`config.mk`:
```
export PLATFORM = sky130hd
export DESIGN_NAME = rnd_repl_idx
export DESIGN_NICKNAME = d
export VERILOG_FILES = /design/src/rtl/rnd_pkg.sv /design/src/rtl/rnd_lcg_step.sv /design/src/rtl/rnd_mod_unit.sv /design/src/rtl/rnd_repl_idx.sv
export SDC_FILE = /design/constraint.sdc
export NUM_CORES = 1
export LEC_CHECK = 0
export BUFFER_PORTS_ARGS = -buffer_cell sky130_fd_sc_hd__buf_2
export CAP_MARGIN = 0
export CORE_AREA = 3 3 163 165
export CTS_CLUSTER_SIZE = 8
export DETAILED_ROUTE_END_ITERATION = 7
export DIE_AREA = 0 0 166 168
export PLACE_DENSITY = 0.74
export SYNTH_ARGS = -nofsm -noshare
export SYNTH_HDL_FRONTEND = slang
export SYNTH_SLANG_ARGS = --single-unit
```
`constraint.sdc`:
```
create_clock -name clk -period 19.5 [get_ports clk]
set_input_delay 3.9 -clock clk [delete_from_list [all_inputs] [get_ports clk]]
set_output_delay 3.9 -clock clk [all_outputs]
set_load 0.03 [all_outputs]
```
`src/rtl/rnd_pkg.sv`:
```
package rnd_pkg;
  localparam int unsigned LCG_MUL = 32'd1103515245;
  localparam int unsigned LCG_ADD = 32'd12345;
  localparam int unsigned LCG_SEED = 32'd1;

  typedef enum logic [1:0] {
    ST_IDLE  = 2'd0,
    ST_START = 2'd1,
    ST_WAIT  = 2'd2
  } pick_st_e;
endpackage

```
`src/rtl/rnd_lcg_step.sv`:
```
module rnd_lcg_step #(
  parameter int STATE_W = 32
) (
  input  logic [STATE_W-1:0] cur,
  output logic [STATE_W-1:0] nxt
);
  logic [STATE_W-1:0] prod;
  always_comb begin
    prod = cur * STATE_W'(rnd_pkg::LCG_MUL);
    nxt  = prod + STATE_W'(rnd_pkg::LCG_ADD);
  end
endmodule

```
`src/rtl/rnd_mod_unit.sv`:
```
module rnd_mod_unit #(
  parameter int DVD_W = 16,
  parameter int DVS_W = 7
) (
  input  logic             clk,
  input  logic             rst_n,
  input  logic             start,
  input  logic [DVD_W-1:0] dividend,
  input  logic [DVS_W-1:0] divisor,
  output logic             done,
  output logic [DVS_W-1:0] rem
);
  localparam int CNT_W = $clog2(DVD_W + 1);
  localparam int REM_W = DVS_W + 1;

  logic [DVD_W-1:0] sr_q;
  logic [REM_W-1:0] rem_q;
  logic [DVS_W-1:0] dvs_q;
  logic [CNT_W-1:0] cnt_q;
  logic             busy_q;
  logic [REM_W-1:0] shifted;
  logic [REM_W-1:0] trial;

  always_comb begin
    shifted = {rem_q[REM_W-2:0], sr_q[DVD_W-1]};
    trial   = (shifted >= {1'b0, dvs_q}) ? shifted - {1'b0, dvs_q} : shifted;
  end

  always_ff @(posedge clk) begin
    if (!rst_n) begin
      sr_q   <= '0;
      rem_q  <= '0;
      dvs_q  <= '0;
      cnt_q  <= '0;
      busy_q <= 1'b0;
    end else if (start) begin
      sr_q   <= dividend;
      rem_q  <= '0;
      dvs_q  <= divisor;
      cnt_q  <= CNT_W'(DVD_W);
      busy_q <= 1'b1;
    end else if (busy_q) begin
      if (cnt_q != '0) begin
        sr_q  <= {sr_q[DVD_W-2:0], 1'b0};
        rem_q <= trial;
        cnt_q <= cnt_q - 1'b1;
      end else begin
        busy_q <= 1'b0;
      end
    end
  end

  assign done = busy_q && (cnt_q == '0);
  assign rem  = rem_q[DVS_W-1:0];
endmodule

```
`src/rtl/rnd_repl_idx.sv`:
```
module rnd_repl_idx #(
  parameter int MAX_ENTRIES = 64,
  parameter int STATE_W     = 32,
  parameter int ENT_W       = $clog2(MAX_ENTRIES + 1),
  parameter int IDX_W       = $clog2(MAX_ENTRIES)
) (
  input  logic             clk,
  input  logic             rst_n,
  input  logic             req_valid,
  output logic             req_ready,
  input  logic [ENT_W-1:0] entries,
  input  logic [IDX_W-1:0] wired,
  output logic             rsp_valid,
  output logic [IDX_W-1:0] rsp_idx
);
  import rnd_pkg::*;

  localparam int HALF_W = STATE_W / 2;

  pick_st_e           st_q;
  logic [STATE_W-1:0] lcg_q;
  logic [STATE_W-1:0] lcg_nxt;
  logic [IDX_W-1:0]   prev_q;
  logic [IDX_W-1:0]   wired_q;
  logic [ENT_W-1:0]   span_q;
  logic [ENT_W-1:0]   span_in;
  logic               accept;
  logic               mod_start;
  logic               mod_done;
  logic [ENT_W-1:0]   mod_rem;
  logic [IDX_W-1:0]   cand;

  rnd_lcg_step #(.STATE_W(STATE_W)) lcg_i (
    .cur (lcg_q),
    .nxt (lcg_nxt)
  );

  rnd_mod_unit #(.DVD_W(HALF_W), .DVS_W(ENT_W)) mod_i (
    .clk      (clk),
    .rst_n    (rst_n),
    .start    (mod_start),
    .dividend (lcg_q[STATE_W-1:HALF_W]),
    .divisor  (span_q),
    .done     (mod_done),
    .rem      (mod_rem)
  );

  assign req_ready = (st_q == ST_IDLE) && !rsp_valid;
  assign accept    = req_valid && req_ready;
  assign span_in   = entries - ENT_W'(wired);
  assign mod_start = (st_q == ST_START);
  assign cand      = mod_rem[IDX_W-1:0] + wired_q;

  always_ff @(posedge clk) begin
    if (!rst_n) begin
      st_q      <= ST_IDLE;
      lcg_q     <= STATE_W'(LCG_SEED);
      prev_q    <= '0;
      wired_q   <= '0;
      span_q    <= '0;
      rsp_valid <= 1'b0;
      rsp_idx   <= '0;
    end else begin
      rsp_valid <= 1'b0;
      case (st_q)
        ST_IDLE: begin
          if (accept) begin
            wired_q <= wired;
            span_q  <= span_in;
            if (span_in == ENT_W'(1)) begin
              rsp_idx   <= IDX_W'(entries - ENT_W'(1));
              rsp_valid <= 1'b1;
            end else begin
              lcg_q <= lcg_nxt;
              st_q  <= ST_START;
            end
          end
        end
        ST_START: st_q <= ST_WAIT;
        ST_WAIT: begin
          if (mod_done) begin
            if (cand == prev_q) begin
              lcg_q <= lcg_nxt;
              st_q  <= ST_START;
            end else begin
              prev_q    <= cand;
              rsp_idx   <= cand;
              rsp_valid <= 1'b1;
              st_q      <= ST_IDLE;
            end
          end
        end
        default: st_q <= ST_IDLE;
      endcase
    end
  end
endmodule

```
==> reports/metrics.cfg <==
[clocking]
numCtsBuffers = 9
htree_levels = 3
clock_latency_ps = 350
hold_buffers = 0
cts_tree = yes
post_cts_buffers = 0
cts_root_buffer = clkbuf_16
post_cts_resized = 0
clock_path_buffers = 2
clk_pin_slew_ps = 80
clock-sinks = 96

[placement]
place_congestion = 0.950
port-buffer-count = 23
dp_hpwl_um = 27800
dp_cells = 1872

[die]
dieArea_um2 = 27900
row_count = 58
boundaryPins = 24
start_util_pct = 54.9
fp.dieH_um = 168
die_w_um = 166
core_um2 = 25200

[global_routing]
grt_pass1_vias = 10500
grtUsageTotal_pct = 24.7
grt_overflow = 0
antenna_found_initial = 0
grt_pass1_wl_um = 55000
grt_max_degree = 77

[sta]
fmax_mhz = 144
relSlewSlack_pct = 31.4
period_minus_slack_ps = 6930
tightest_slew_ps = 1030
period_share_pct = 35.6
hold_viol_final = 0
fin_setup_tns_ps = 0
fin_skew_ps = 9.21
setup_violations = 0
maxSlewViolCount = 0
rsz0062_at_grt = no

[routing]
wl_per_cell_um = 17.4
drtAntennaViolNets = 0
routed_wl_um = 32800
dr.pass1.iters = 5
vias = 9976
avgViaCountPerCell = 5.28
route.detailed.drc = 0
first_iter_violations = 758

[outcome]
status = finished, final reports clean

[cells_and_area]
mostFrequentLayoutCells = inv_1, ha_1, fa_1
synthToLayoutAreaGrowth_pct = 5.21
num-fill-cells = 2200
drive_gt1_share_pct = 3.92
finalNetCount = 1988
final_util_pct = 57.8
final_cells = 1888
diodes = 0
layout_commonest_cell = inv_1

[logic_synthesis]
synth_top_area_share_pct = 27.5
synth_edf_count = 0
synth_area_leaders = fa_1, ha_1, dfxtp_1, inv_1, nand2_1
synthFlopType = dfxtp_1
synth.distinct_cells = 62
netlist_area_um2 = 13800
ys_seq_area_share_pct = 13.9
yosysTopAreaCell = fa_1
synth_seq_cells = 96
synthArstFlopShare_pct = 0
syn_inst = 1552
synth_nets = 1987
yosys_warnings = 0
avgSynthCellArea_um2 = 8.92

[min_path]
hold_path_class = reg2reg

[job]
maxCapViolCount = 0

[critical_path]
worstPathArrival_ps = 7160
start_kind = flip-flop
cp-end-kind = flip-flop
cp.required_ps = 19730
critical_path_class = reg2reg
path_max_fanout = 10

[worst paths after layout]
check	startpoint	endpoint	slack [ps]	cells past startpoint
hold reg to reg	mod_i.dvs_q[5]	mod_i.dvs_q[5]	460	2
setup / recovery	lcg_q[0]	lcg_q[30]	12570	22
setup reg to reg	lcg_q[0]	lcg_q[30]	12570	22
hold / removal	mod_i.dvs_q[5]	mod_i.dvs_q[5]	460	2
[per-stage QoR]
step | setup slack (ps) | hold WS [ps] | area, um2
final | 12570 | 456 | 14600
after global placement | 12430 | 441 | 14200
after floorplan | 13230 | 432 | 13800
after CTS | 12640 | 458 | 14600
after detailed placement | 12260 | 446 | 14200
after global routing | 12280 | 470 | 14600
[registers in the layout, summed over array words and instances, names as in the netlist]
| name | flops |
|---|---|
| prev_q | 6 |
| st_q | 2 |
| span_q | 7 |
| lcg_q | 32 |
| mod_i.rem_q | 7 |
| mod_i.busy_q | 1 |
| mod_i.dvs_q | 7 |
| mod_i.sr_q | 16 |
| rsp_idx | 6 |
| mod_i.cnt_q | 5 |
| wired_q | 6 |
| rsp_valid | 1 |
[final cells by class]
type	instances	area [um2]	area share, %
multi-input cells	1001	10200	70.0
clock inverters	7	93.8	0.645
flip-flops and latches	96	1920	13.2
repair buffers	27	145	0.997
well taps	330	413	2.84
clock buffers	9	225	1.55
inverters	418	1570	10.8
[cells by family (layout without fill, tap and decap cells)]
kind of cell,after synthesis,in the layout,synth area share (%)
AOI/OAI and AO/OA,205,205,9.99
xor gates and xnor gates,81,81,5.43
adders and majority gates,419,419,48.2
buffers and inverters,455,461,12.5
DFF,96,96,13.9
muxes,9,9,0.651
and+or+nand+nor,287,287,9.31
[per-layer routing]
metal	routed length [um]	GRT usage [%]	vias up
li1	-	-	4842
met1	14700	34.2	4823
met2	15600	41.6	274
met3	1660	3.01	37
met4	777	5.79	0
met5	0	0	-
[Yosys cell counts, drive strengths merged (10+ instances only)]
master,instances
a21o,20
dfxtp,96
nand2,133
inv,418
nor3,14
fa,190
xnor2,55
a211oi,16
o21ai,22
nor2,69
clkbuf,28
nand3,16
a311oi,14
ha,229
nor2b,10
xor2,23
a21oi,81
[critical path, cell delays in order (launching register included)]
cell and delay [ps]:
dfxtp_1 750, inv_1 300, ha_1 410, inv_1 250, ha_1 210, inv_1 50
fa_1 400, fa_1 520, inv_1 40, ha_1 270, inv_1 60, fa_1 530
inv_1 50, fa_1 500, fa_1 420, ha_1 450, o21a_1 180, o21ai_0 130
o31ai_2 500, a211oi_1 200, o31ai_1 350, or3_1 160, nand4_1 80
Power is not shown: default switching activity piles up to over one toggle a cycle in this logic, so the estimate is an artifact.
